### src/rtl/stop_ctrl.sv
module stop_ctrl #(
  parameter int STAB_CYC = 16
) (
  input  logic       clk_osc,
  input  logic       rst_n,
  input  logic       wr_en,
  input  logic [2:0] wr_data,
  input  logic       ext_irq,
  input  logic       ext_ie,
  input  logic       watch_irq,
  input  logic       watch_ie,
  output logic       main_clk_en,
  output logic       stop_active,
  output logic       pin_hold,
  output logic       pin_hiz,
  output logic       sub_clk_en,
  output logic       cpu_resume,
  output logic [1:0] wake_cause
);
  localparam int CW = $clog2(STAB_CYC + 1);
  localparam logic [CW-1:0] LAST = CW'(STAB_CYC - 1);

  typedef enum logic [1:0] {S_RUN, S_STOP, S_WAIT} st_t;

  st_t           st;
  logic          pinsel, substop, clk_en_q;
  logic [CW-1:0] cnt;

  wire ext_hit   = ext_irq & ext_ie;
  wire watch_hit = watch_irq & watch_ie & ~substop;

  always_ff @(posedge clk_osc or negedge rst_n) begin
    if (!rst_n) begin
      st         <= S_RUN;
      pinsel     <= 1'b0;
      substop    <= 1'b0;
      cnt        <= '0;
      wake_cause <= 2'd3;
      cpu_resume <= 1'b0;
    end else begin
      cpu_resume <= 1'b0;
      case (st)
        S_RUN: if (wr_en) begin
          pinsel  <= wr_data[1];
          substop <= wr_data[2];
          if (wr_data[0]) st <= S_STOP;
        end
        S_STOP: if (ext_hit || watch_hit) begin
          st         <= S_WAIT;
          cnt        <= '0;
          wake_cause <= ext_hit ? 2'd1 : 2'd2;
        end
        S_WAIT: if (cnt == LAST) begin
          st         <= S_RUN;
          cpu_resume <= 1'b1;
        end else begin
          cnt <= cnt + 1'b1;
        end
        default: st <= S_RUN;
      endcase
    end
  end

  always_ff @(negedge clk_osc or negedge rst_n) begin
    if (!rst_n) clk_en_q <= 1'b1;
    else        clk_en_q <= (st == S_RUN);
  end

  assign main_clk_en = clk_en_q;
  assign stop_active = (st != S_RUN);
  assign pin_hold    = stop_active & ~pinsel;
  assign pin_hiz     = stop_active & pinsel;
  assign sub_clk_en  = ~substop;

  p_pins_exclusive_r2: assert property (@(posedge clk_osc) disable iff (!rst_n)
    !(pin_hold && pin_hiz));

  p_gate_matches_stop_r10: assert property (@(posedge clk_osc) disable iff (!rst_n)
    main_clk_en == !stop_active);

  p_single_pulse_r7: assert property (@(posedge clk_osc) disable iff (!rst_n)
    cpu_resume |=> !cpu_resume);

  p_watch_blocked_r3: assert property (@(posedge clk_osc) disable iff (!rst_n)
    (st == S_STOP && !ext_hit && watch_irq && watch_ie && substop) |=> (st == S_STOP));

  p_masked_ext_r4: assert property (@(posedge clk_osc) disable iff (!rst_n)
    (st == S_STOP && ext_irq && !ext_ie && !watch_hit) |=> (st == S_STOP));

  p_write_ignored_r11: assert property (@(posedge clk_osc) disable iff (!rst_n)
    (st != S_RUN && wr_en) |=> ($stable(pinsel) && $stable(substop)));
endmodule

### config.mk
export PLATFORM = sky130hd
export DESIGN_NAME = stop_ctrl
export DESIGN_NICKNAME = d
export VERILOG_FILES = /design/src/rtl/stop_ctrl.sv
export SDC_FILE = /design/constraint.sdc
export NUM_CORES = 1
export LEC_CHECK = 0
export ABC_AREA = 1
export BUFFER_PORTS_ARGS = -buffer_cell sky130_fd_sc_hd__buf_2
export CAP_MARGIN = 10
export CORE_MARGIN = 2
export CORE_UTILIZATION = 48
export CTS_CLUSTER_DIAMETER = 150
export DETAILED_ROUTE_END_ITERATION = 7
export PLACE_DENSITY = 0.82
export REMOVE_ABC_BUFFERS = 1
export SYNTH_ARGS = -nofsm -noshare
export SYNTH_HDL_FRONTEND = slang
export SYNTH_SLANG_ARGS = --single-unit
### constraint.sdc
create_clock -name clk_osc -period 1.9 [get_ports clk_osc]
set_input_delay 0.19 -clock clk_osc [delete_from_list [all_inputs] [get_ports clk_osc]]
set_output_delay 0.19 -clock clk_osc [all_outputs]
set_load 0.02 [all_outputs]
* After elaboration in Yosys (flattened, before gate mapping)
Cells that the tools add are included.
Widths: inputs -> output; s select.
** Storage, ports and cells
- Register bits after elaboration :: 13
- Word-level logic and storage cells :: 42
** Operators by class
- Reduce and logical (&&, ||, !) cells :: 8
- Mux-type cells :: 11
- Add/sub/neg operators :: 1
- Equal/unequal tests :: 8
- Bitwise gates (word level) :: 7
** Operators by type and width (count)
- $mux 2 :: 5
- $mux 5 :: 2
- $ne 2x2->1 const B :: 5
- $pmux 5 s2 :: 1
- $pmux 2 s3 :: 1
- $add 5x1->5 const B :: 1
- $and 1x1->1 :: 5
- $eq 5x4->1 const B :: 1
- $reduce_and 2->1 :: 2
- $reduce_and 4->1 :: 1
- $reduce_bool 2->1 :: 2
- $reduce_and 3->1 :: 1
- $eq 2x1->1 const B :: 1
- $eq 2x2->1 const B :: 1
- $logic_not 2->1 :: 1
- $mux 1 :: 2
- $not 1->1 :: 2
- $logic_or 1x1->1 :: 1

* Logic depth before layout (Yosys ltp)
Gate-level depths: netlist of the first run.
- Word-level depth :: 5
- Depth in mapped cells :: 9
- Depth with buffers taken out :: 9

==> results of run 1 <==
==> tightest hold or removal path: cells and delay by family <==
| family | cells | cell delay, ns |
|---|---|---|
| buffers and inverters | 1 | 0.08 |
| AND/OR/NAND/NOR | 2 | 0.12 |
==> metrics by stage <==
stage | instances | TNS (ns) | power, mW | utilization (%) | setup slack (ns)
after detailed placement | 113 | 0 | 1.12 | 59.0 | 0.124
after floorplan | 79 | 0 | 0.921 | - | 0.193
after global placement | 113 | 0 | 1.09 | 59.0 | 0.122
final | 118 | -0.180 | 1.28 | 62.3 | -0.180
after CTS | 118 | -0.191 | 1.30 | 62.3 | -0.191
after global routing | 118 | -0.209 | 1.39 | 62.3 | -0.209
==> cell usage in the layout, fill, tap and decap left out <==
cell type      netlist  final
inv_1               12     13
dlygate4sd3_1        0      1
nand2_2              2      2
buf_4                0      2
inv_2                1      1
buf_2                0     16
clkbuf_4             0      3
ha_1                 2      2
o21ai_0              1      1
dfstp_2              3      3
nand3_1             13     13
buf_6                0      1
nand2_1             21     21
nor2_2               1      1
nor2_1               8      8
a21oi_1              2      2
or2_1                2      2
nand4_1              1      1
dfrtp_1             10     10
==> logic make-up after synthesis <==
group	count (synthesis)
fa+ha+maj	2
simple gates	48
flops	13
compound gates	3
buf+inv	13
==> registers in the layout, summed over array words and instances, names as in the netlist <==
register / count
cpu_resume: 1
pinsel: 1
substop: 1
main_clk_en: 1
st: 2
wake_cause: 2
cnt: 5
==> layer usage <==
layer	wire, um	vias up	global-route usage (%)
li1	-	295	-
met1	548	257	24.6
met2	629	6	29.0
met3	33	2	5.00
met4	10	0	8.33
met5	0	-	0
==> power by group through the flow <==
stage / clock network (mW) / registers, mW / logic, mW
after floorplan: 0.00659 / 0.542 / 0.373
after global placement: 0.00659 / 0.508 / 0.572
after detailed placement: 0.00659 / 0.514 / 0.594
after CTS: 0.175 / 0.512 / 0.609
after global routing: 0.182 / 0.525 / 0.688
final: 0.165 / 0.514 / 0.603
==> path summary, 6_finish.rpt <==
check | endpoint | slack (ns) | depth (start not counted)
worst min register to register | wake_cause[1] | 0.46 | 2
worst min-delay path | st[0] | 0.15 | 3
min in group asynchronous | cnt[2] | 0.40 | 3
max in group asynchronous | main_clk_en | 0.58 | 2
worst max-delay path | main_clk_en | -0.18 | 1
worst max register to register | cnt[4] | 0.31 | 8
==> what timing repair did <==
item	CTS	global route
buffers inserted	0	0
endpoints found under the setup margin	1	1
hold endpoints to repair	10	0
gates resized for setup	2	0
hold buffers	1	0
pin swaps	0	0
==> final cells by class <==
class	instances	area (sq um)
clock buffer	3	22.5
clock inverter	2	7.51
inverter	12	45.0
tap	15	18.8
multi-input combinational	53	251
fill	110	478
sequential	13	329
timing repair buffer	20	116
==> impl_metrics.py, run 1 <==
metrics = {
    "yosys": {
        "yosysMostFrequentCell": "nand2_1",
        "synth-edff-count": 0,
        "synth.distinct_cells": 14,
        "ys_top_cells_by_area": "dfrtp_1 40%, dfstp_2 13%, nand2_1 13%",
        "seq_area_frac_synth_pct": 52.3,
        "muxShareOfSynthArea_pct": 0,
        "synth_fa_ha_area_share_pct": 3.98,
        "synth-xor-area-share_pct": 0,
        "synth-async-reset-ratio_pct": 100,
        "synth_seq_cells": 13,
        "synth_top_area_share_pct": 39.8,
        "synth_simple_gate_area_share_pct": 33.6,
        "yosysWarnings": 0,
        "yosys-top-cells-count": "21 x nand2_1, 13 x nand3_1, 12 x inv_1",
        "synth_top_family_by_area": "simple AND/OR/NAND/NOR gates",
        "syn_avg_cell_area_sq_um": 7.97,
        "syn_area_sq_um": 629,
        "synth.largest_area_cell": "dfrtp_1",
        "synth_compound_area_share_pct": 2.39,
        "syn_inst": 79,
        "synthFlopType": "dfrtp_1",
    },
    "cells_and_area": {
        "drive_above_1_share_pct": 28.2,
        "num_antenna_cells": 0,
        "nNetsFinal": 116,
        "area_growth_syn_to_layout_pct": 25.6,
        "final_cell_area_sq_um": 791,
    },
    "power": {
        "clockPowerShare_pct": 12.9,
        "vdd_drop_max_v": 0.000834,
        "internal_power_mw": 0.723,
        "power.switching_mw": 0.559,
        "seq_power_share_pct": 40.1,
        "switching_share_pct": 43.6,
        "leakage_nw": 0.464,
        "powerDensity_mw_per_mm2": 1620,
        "combPwrFrac_pct": 47.0,
    },
    "placed_design": {
        "hpwl_um": 976,
        "portBuffers": 17,
        "place_area_sq_um": 748,
        "globalplace.congestion": 0.768,
    },
    "clock_tree": {
        "cts_root_buf": "clkbuf_4",
        "clock_latency_ns": 0.32,
        "numClockSinks": 13,
        "h-tree-depth": 1,
        "cts.path.max_buffers": 2,
        "cts_tree": "yes",
        "path_clk_slew_ns": 0.07,
        "cts_buffers": 3,
    },
    "timing": {
        "slew_headroom_pct": 84.8,
        "rsz0062_at_grt": "true",
        "final-setup-viol-count": 1,
        "fin_skew_ns": 0.0565,
        "layout_setup_ws_ns": -0.180,
        "tightest_slew_ns": 0.228,
        "holdWs_ns": 0.154,
        "maxSlewViolCount": 0,
        "finalHoldViolCount": 0,
    },
    "route": {
        "drtAntennaViolNets": 0,
        "finalWirelength_um": 1220,
        "wl_per_cell_um": 10.4,
        "drc": 0,
        "drt_iter0_markers": 7,
        "drtPass1Iterations": 2,
        "routed_via_density": 4.75,
        "via_count": 560,
    },
    "setup_path": {
        "crit_path_top_delay_cell": "dfstp_2",
        "required_ns": 1.71,
        "crit_buf_inv": 1,
        "worstPathArrival_ns": 1.89,
        "cp-startpoint": "main_clk_en",
        "path_cells": "buf_6",
        "cp_max_fo": 1,
        "startpoint_type": "flip-flop",
        "critPathTopFamily": "flip-flops",
        "max_stage_delay_ns": 0.51,
        "end_kind": "output port",
        "critical_path_class": "reg2out",
        "rr_startpoint": "cnt[0]",
    },
    "global_routing": {
        "grt_remaining_overflow": 0,
        "grt_util_all_layers_pct": 18.8,
        "grt_max_degree": 13,
        "grt_pass1_wl_um": 1980,
        "grt_pass1_vias": 503,
        "grt_antenna_before_repair": 0,
    },
    "outcome": {
        "status": "complete, but fails checks",
        "violations": "setup timing",
    },
    "floorplanning": {
        "io_pins": 18,
        "die_area_sq_mm": 0.00162,
        "die_height_um": 40.2,
        "dieWidth_um": 40.2,
        "placeableCoreArea_sq_mm": 0.00127,
        "start_util_pct": 49.6,
        "num_rows": 13,
    },
    "hold_path": {
        "min-delay-start": "wr_data[0]",
        "hold_class": "in2reg",
    },
    "job": {
        "cap_violations": 0,
    },
}
Power figures use the tool's default switching activity.
==> inputs of run 2 (changes only) <==
==> constraint.sdc (replaced) <==
create_clock -name clk_osc -period 1.9 [get_ports clk_osc]
set_input_delay 0.285 -clock clk_osc [delete_from_list [all_inputs] [get_ports clk_osc]]
set_output_delay 0.285 -clock clk_osc [all_outputs]
set_load 0.02 [all_outputs]
==> run 2 against run 1 <==
Effect of this change:
- the run still ends with setup timing left
- hold slack better by 0.087 ns
- utilization did not move
- die area unchanged
- critical path type unchanged
- highest routed layer unchanged
==> impl_metrics.py, run 2 (synthesis gave the netlist of run 1 again) <==
metrics = {
    "setup_path": {
        "end_kind": "output port",
        "path_cells": "buf_6",
        "max_stage_delay_ns": 0.52,
        "startpoint_type": "flip-flop",
        "worstPathArrival_ns": 1.91,
        "crit_buf_inv": 1,
        "crit_path_top_delay_cell": "dfstp_2",
        "critPathTopFamily": "flip-flops",
        "critical_path_class": "reg2out",
        "cp_max_fo": 1,
        "required_ns": 1.62,
    },
    "global_routing": {
        "grt_remaining_overflow": 0,
        "grt_pass1_vias": 504,
        "grt_max_degree": 13,
        "grt_util_all_layers_pct": 21.8,
        "use_met1_pct": 25.2,
        "grt_pass1_wl_um": 2130,
        "grt.busiest_layer": "met2",
        "met2_usage_pct": 34.3,
        "grt_antenna_before_repair": 0,
        "grtUsageMet3_pct": 5.00,
    },
    "power": {
        "powerDensity_mw_per_mm2": 1640,
        "seq_power_share_pct": 39.9,
        "finalPower_mw": 1.30,
        "power.switching_mw": 0.574,
        "clockPowerShare_pct": 13.5,
        "switching_share_pct": 44.2,
        "combPwrFrac_pct": 46.5,
        "vdd_drop_max_v": 0.000934,
        "internal_power_mw": 0.724,
        "leakage_nw": 0.464,
    },
    "route": {
        "drtPass1Iterations": 4,
        "drtAntennaViolNets": 0,
        "drt_iter0_markers": 20,
        "finalWirelength_um": 1300,
        "wl_per_cell_um": 11.0,
        "routed_via_density": 4.75,
        "via_count": 560,
        "drc": 0,
    },
    "timing": {
        "finalHoldViolCount": 0,
        "maxSlewViolCount": 0,
        "fin_skew_ns": 0.0534,
        "slew_headroom_pct": 83.6,
        "final-setup-viol-count": 1,
        "setup_tns_ns": -0.299,
        "layout_setup_ws_ns": -0.299,
        "rsz0062_at_grt": "true",
        "tightest_slew_ns": 0.245,
    },
    "floorplanning": {
        "dieWidth_um": 40.2,
        "placeableCoreArea_sq_mm": 0.00127,
        "die_area_sq_mm": 0.00162,
        "die_height_um": 40.2,
        "io_pins": 18,
        "num_rows": 13,
        "start_util_pct": 49.6,
    },
    "clock_tree": {
        "clock_latency_ns": 0.34,
        "h-tree-depth": 1,
        "cts.path.max_buffers": 2,
        "cts_tree": "yes",
        "cts_root_buf": "clkbuf_4",
        "numClockSinks": 13,
        "path_clk_slew_ns": 0.07,
        "cts_buffers": 3,
    },
    "cells_and_area": {
        "drive_above_1_share_pct": 28.2,
        "finalNonFillerCells": 118,
        "final_cell_area_sq_um": 791,
        "area_growth_syn_to_layout_pct": 25.6,
        "final_common_cell": "nand2_1",
        "num_antenna_cells": 0,
        "final_cell_mix": "21 x nand2_1, 16 x buf_2, 13 x inv_1, 13 x nand3_1, 10 x dfrtp_1",
        "nNetsFinal": 116,
        "top_register": "cnt",
        "reg_top3": "cnt x5, st x2, wake_cause x2",
        "largest_register_ffs": 5,
    },
    "placed_design": {
        "dp.cells": 113,
        "hpwl_um": 994,
        "place_area_sq_um": 748,
        "portBuffers": 17,
        "globalplace.congestion": 0.770,
    },
    "job": {
        "cap_violations": 0,
    },
    "hold_path": {
        "hold_class": "in2reg",
    },
    "outcome": {
        "status": "complete, but fails checks",
        "violations": "setup timing",
    },
}
==> run 2: repair_timing <==
action | CTS | global route
hold endpoints to repair | 10 | 0
setup buffers | 0 | 0
hold buffers | 1 | 0
endpoints found under the setup margin | 1 | 1
resized for setup | 2 | 0
==> run 2: path summary, 6_finish.rpt <==
check | from | end | slack [ns] | cells past startpoint
worst min register to register | wake_cause[1] | wake_cause[1] | 0.46 | 2
worst max-delay path | main_clk_en | main_clk_en | -0.30 | 1
min in group asynchronous | rst_n | pinsel | 0.49 | 3
worst min-delay path | wr_data[0] | st[0] | 0.24 | 3
worst max register to register | st[1] | main_clk_en | 0.31 | 1
max in group asynchronous | rst_n | main_clk_en | 0.49 | 2
==> run 2: routing by layer <==
metal / wire length, um / vias up
met5: 0 / -
met2: 646 / 9
met4: 66 / 0
li1: - / 296
met1: 552 / 248
met3: 36 / 7
==> run 2: power groups by stage <==
stage | clock [mW] | combinational (mW) | sequential (mW)
floorplan | 0.00659 | 0.373 | 0.542
global placement | 0.00659 | 0.572 | 0.508
detailed placement | 0.00659 | 0.589 | 0.520
CTS | 0.178 | 0.608 | 0.519
global route | 0.195 | 0.687 | 0.533
finish | 0.175 | 0.604 | 0.518
==> run 2: metrics by stage <==
stage	worst slack, ns	util (%)	hold WS [ns]
2_1_floorplan	0.111	-	-0.0106
3_3_place_gp	0.0279	59.0	0.252
3_5_place_dp	0.0105	59.0	0.261
4_1_cts	-0.308	62.3	0.244
5_1_grt	-0.341	62.3	0.272
6_report	-0.299	62.3	0.242
==> run 2: layout make-up <==
cell class                      instances  area [sq um]
Clock buffer                            3          22.5
Clock inverter                          2          7.51
Fill cell                             115           478
Inverter                               12          45.0
Multi-Input combinational cell         53           251
Sequential cell                        13           329
Tap cell                               15          18.8
Timing Repair Buffer                   20           116
==> inputs of run 3 (changes only) <==
--- a/config.mk
+++ b/config.mk
@@ -13,6 +13,7 @@
 export CTS_CLUSTER_DIAMETER = 150
 export DETAILED_ROUTE_END_ITERATION = 7
 export PLACE_DENSITY = 0.82
+export RECOVER_POWER = 100
 export REMOVE_ABC_BUFFERS = 1
 export SYNTH_ARGS = -nofsm -noshare
 export SYNTH_HDL_FRONTEND = slang
==> run 3 against run 2 <==
Effect of this change:
- the run still ends with setup timing left
- critical endpoint unchanged
- critical path type unchanged
- largest power group unchanged
- hold slack better by 0.00079 ns
- largest cell class unchanged
- setup slack got worse by 0.0011 ns
- flip-flop and latch count stayed put
==> impl_metrics.py, run 3 (synthesis gave the netlist of run 1 again) <==
metrics = {
    "outcome": {
        "status": "complete, but fails checks",
        "violations": "setup timing",
    },
    "timing": {
        "fin_skew_ns": 0.0518,
        "slew_headroom_pct": 56.1,
        "finalHoldViolCount": 0,
        "tightest_slew_ns": 0.659,
        "rsz0062_at_grt": "true",
        "maxSlewViolCount": 0,
        "layout_setup_ws_ns": -0.301,
        "final-setup-viol-count": 1,
        "holdWs_ns": 0.242,
    },
    "floorplanning": {
        "die_height_um": 40.2,
        "die_area_sq_mm": 0.00162,
        "placeableCoreArea_sq_mm": 0.00127,
        "start_util_pct": 49.6,
        "dieWidth_um": 40.2,
        "num_rows": 13,
        "io_pins": 18,
    },
    "global_routing": {
        "grt_pass1_wl_um": 2130,
        "grt_pass1_vias": 504,
        "grt_max_degree": 13,
        "grt_remaining_overflow": 0,
        "grt_antenna_before_repair": 0,
        "grt_util_all_layers_pct": 21.8,
    },
    "cells_and_area": {
        "nNetsFinal": 116,
        "final_util_pct": 60.6,
        "final_common_cell": "nand2_1",
        "top_register": "cnt",
        "area_growth_syn_to_layout_pct": 22.1,
        "drive_above_1_share_pct": 15.5,
        "reg_top3": "cnt x5, st x2, wake_cause x2",
        "layout.area.seq_sq_um": 329,
        "n_fill_cell": 122,
        "final_cell_area_sq_um": 768,
        "largest_register_ffs": 5,
        "final_cell_mix": "22 x nand2_1, 14 x inv_1, 13 x nand3_1, 10 x dfrtp_1, 10 x clkbuf_1",
        "num_antenna_cells": 0,
        "finalNonFillerCells": 118,
        "multi_input_area_sq_um": 246,
    },
    "clock_tree": {
        "cts_buffers": 3,
        "post_cts_buffers": 0,
        "cts_tree": "yes",
        "cts.path.max_buffers": 2,
        "clock_latency_ns": 0.34,
        "h-tree-depth": 1,
        "cts_root_buf": "clkbuf_4",
        "numClockSinks": 13,
        "path_clk_slew_ns": 0.08,
    },
    "setup_path": {
        "cp_max_fo": 1,
        "end_kind": "output port",
        "startpoint_type": "flip-flop",
        "required_ns": 1.62,
        "path_cells": "buf_6",
        "critical_path_class": "reg2out",
        "critPathTopFamily": "flip-flops",
        "max_stage_delay_ns": 0.52,
        "crit_buf_inv": 1,
        "worstPathArrival_ns": 1.92,
        "crit_path_top_delay_cell": "dfstp_2",
    },
    "route": {
        "wl_met1_um": 551,
        "routed_via_density": 4.75,
        "drc": 0,
        "drtPass1Iterations": 4,
        "dr_wl_met3_um": 42,
        "drtAntennaViolNets": 0,
        "finalWirelength_um": 1330,
        "drt_iter0_markers": 15,
        "wl_met2_um": 688,
        "top_layer": "met4",
        "via_count": 561,
        "wl_per_cell_um": 11.3,
    },
    "power": {
        "leakage_nw": 0.429,
        "finalPower_mw": 1.26,
        "powerDensity_mw_per_mm2": 1640,
        "vdd_drop_max_v": 0.000919,
    },
    "placed_design": {
        "place_area_sq_um": 748,
        "hpwl_um": 994,
        "globalplace.congestion": 0.770,
        "dp.cells": 113,
        "portBuffers": 17,
    },
    "job": {
        "cap_violations": 0,
    },
    "hold_path": {
        "hold_class": "in2reg",
    },
}
-- run 3: where the power goes --
| group | internal, mW | leakage (nW) | switching (mW) |
|---|---|---|---|
| registers | 0.422 | 0.160 | 0.0973 |
| logic | 0.184 | 0.245 | 0.378 |
| clock network | 0.0792 | 0.0245 | 0.0981 |
| total | 0.686 | 0.429 | 0.573 |
-- run 3: timing repair --
action                                  4_1_cts  5_1_grt
endpoints found under the setup margin        1        1
hold buffers                                  1        0
hold endpoints to repair                     10        0
gates resized for setup                       2        0
-- run 3: worst paths after layout --
check / startpoint / endpoint / slack, ns / cells after the start
worst max-delay path: main_clk_en / main_clk_en / -0.30 / 1
worst min-delay path: wr_data[0] / st[0] / 0.24 / 3
worst max register to register: cnt[0] / cnt[4] / 0.25 / 8
worst min register to register: wake_cause[1] / wake_cause[1] / 0.47 / 2
max in group asynchronous: rst_n / main_clk_en / 0.46 / 2
min in group asynchronous: rst_n / st[0] / 0.70 / 3
-- run 3: stage by stage --
| step | setup TNS (ns) | setup WS [ns] |
|---|---|---|
| final | -0.301 | -0.301 |
| after global routing | -0.341 | -0.341 |
| after CTS | -0.308 | -0.308 |
| after detailed placement | 0 | 0.0105 |
| after global placement | 0 | 0.0279 |
| after floorplan | 0 | 0.111 |
-- run 3: layout make-up --
cell class	instances	area share, %
Tap cell	15	2.44
Multi-Input combinational cell	53	32.1
Sequential cell	13	42.8
Timing Repair Buffer	20	12.9
Inverter	12	5.86
Clock buffer	3	2.93
Clock inverter	2	0.977
-- run 3: worst reg2reg max path, delay by kind of cell (launching register included) --
kind / cells / cell delay, ns
and+or+nand+nor: 5 / 0.60
DFF: 1 / 0.43
buffers and inverters: 1 / 0.16
adders and majority gates: 2 / 0.41
-- run 3: metal layers --
metal  track usage, %  vias up
li1                 -      293
met1             25.2      254
met2             34.3        9
met3             5.00        5
met4             17.5        0
met5                0        -
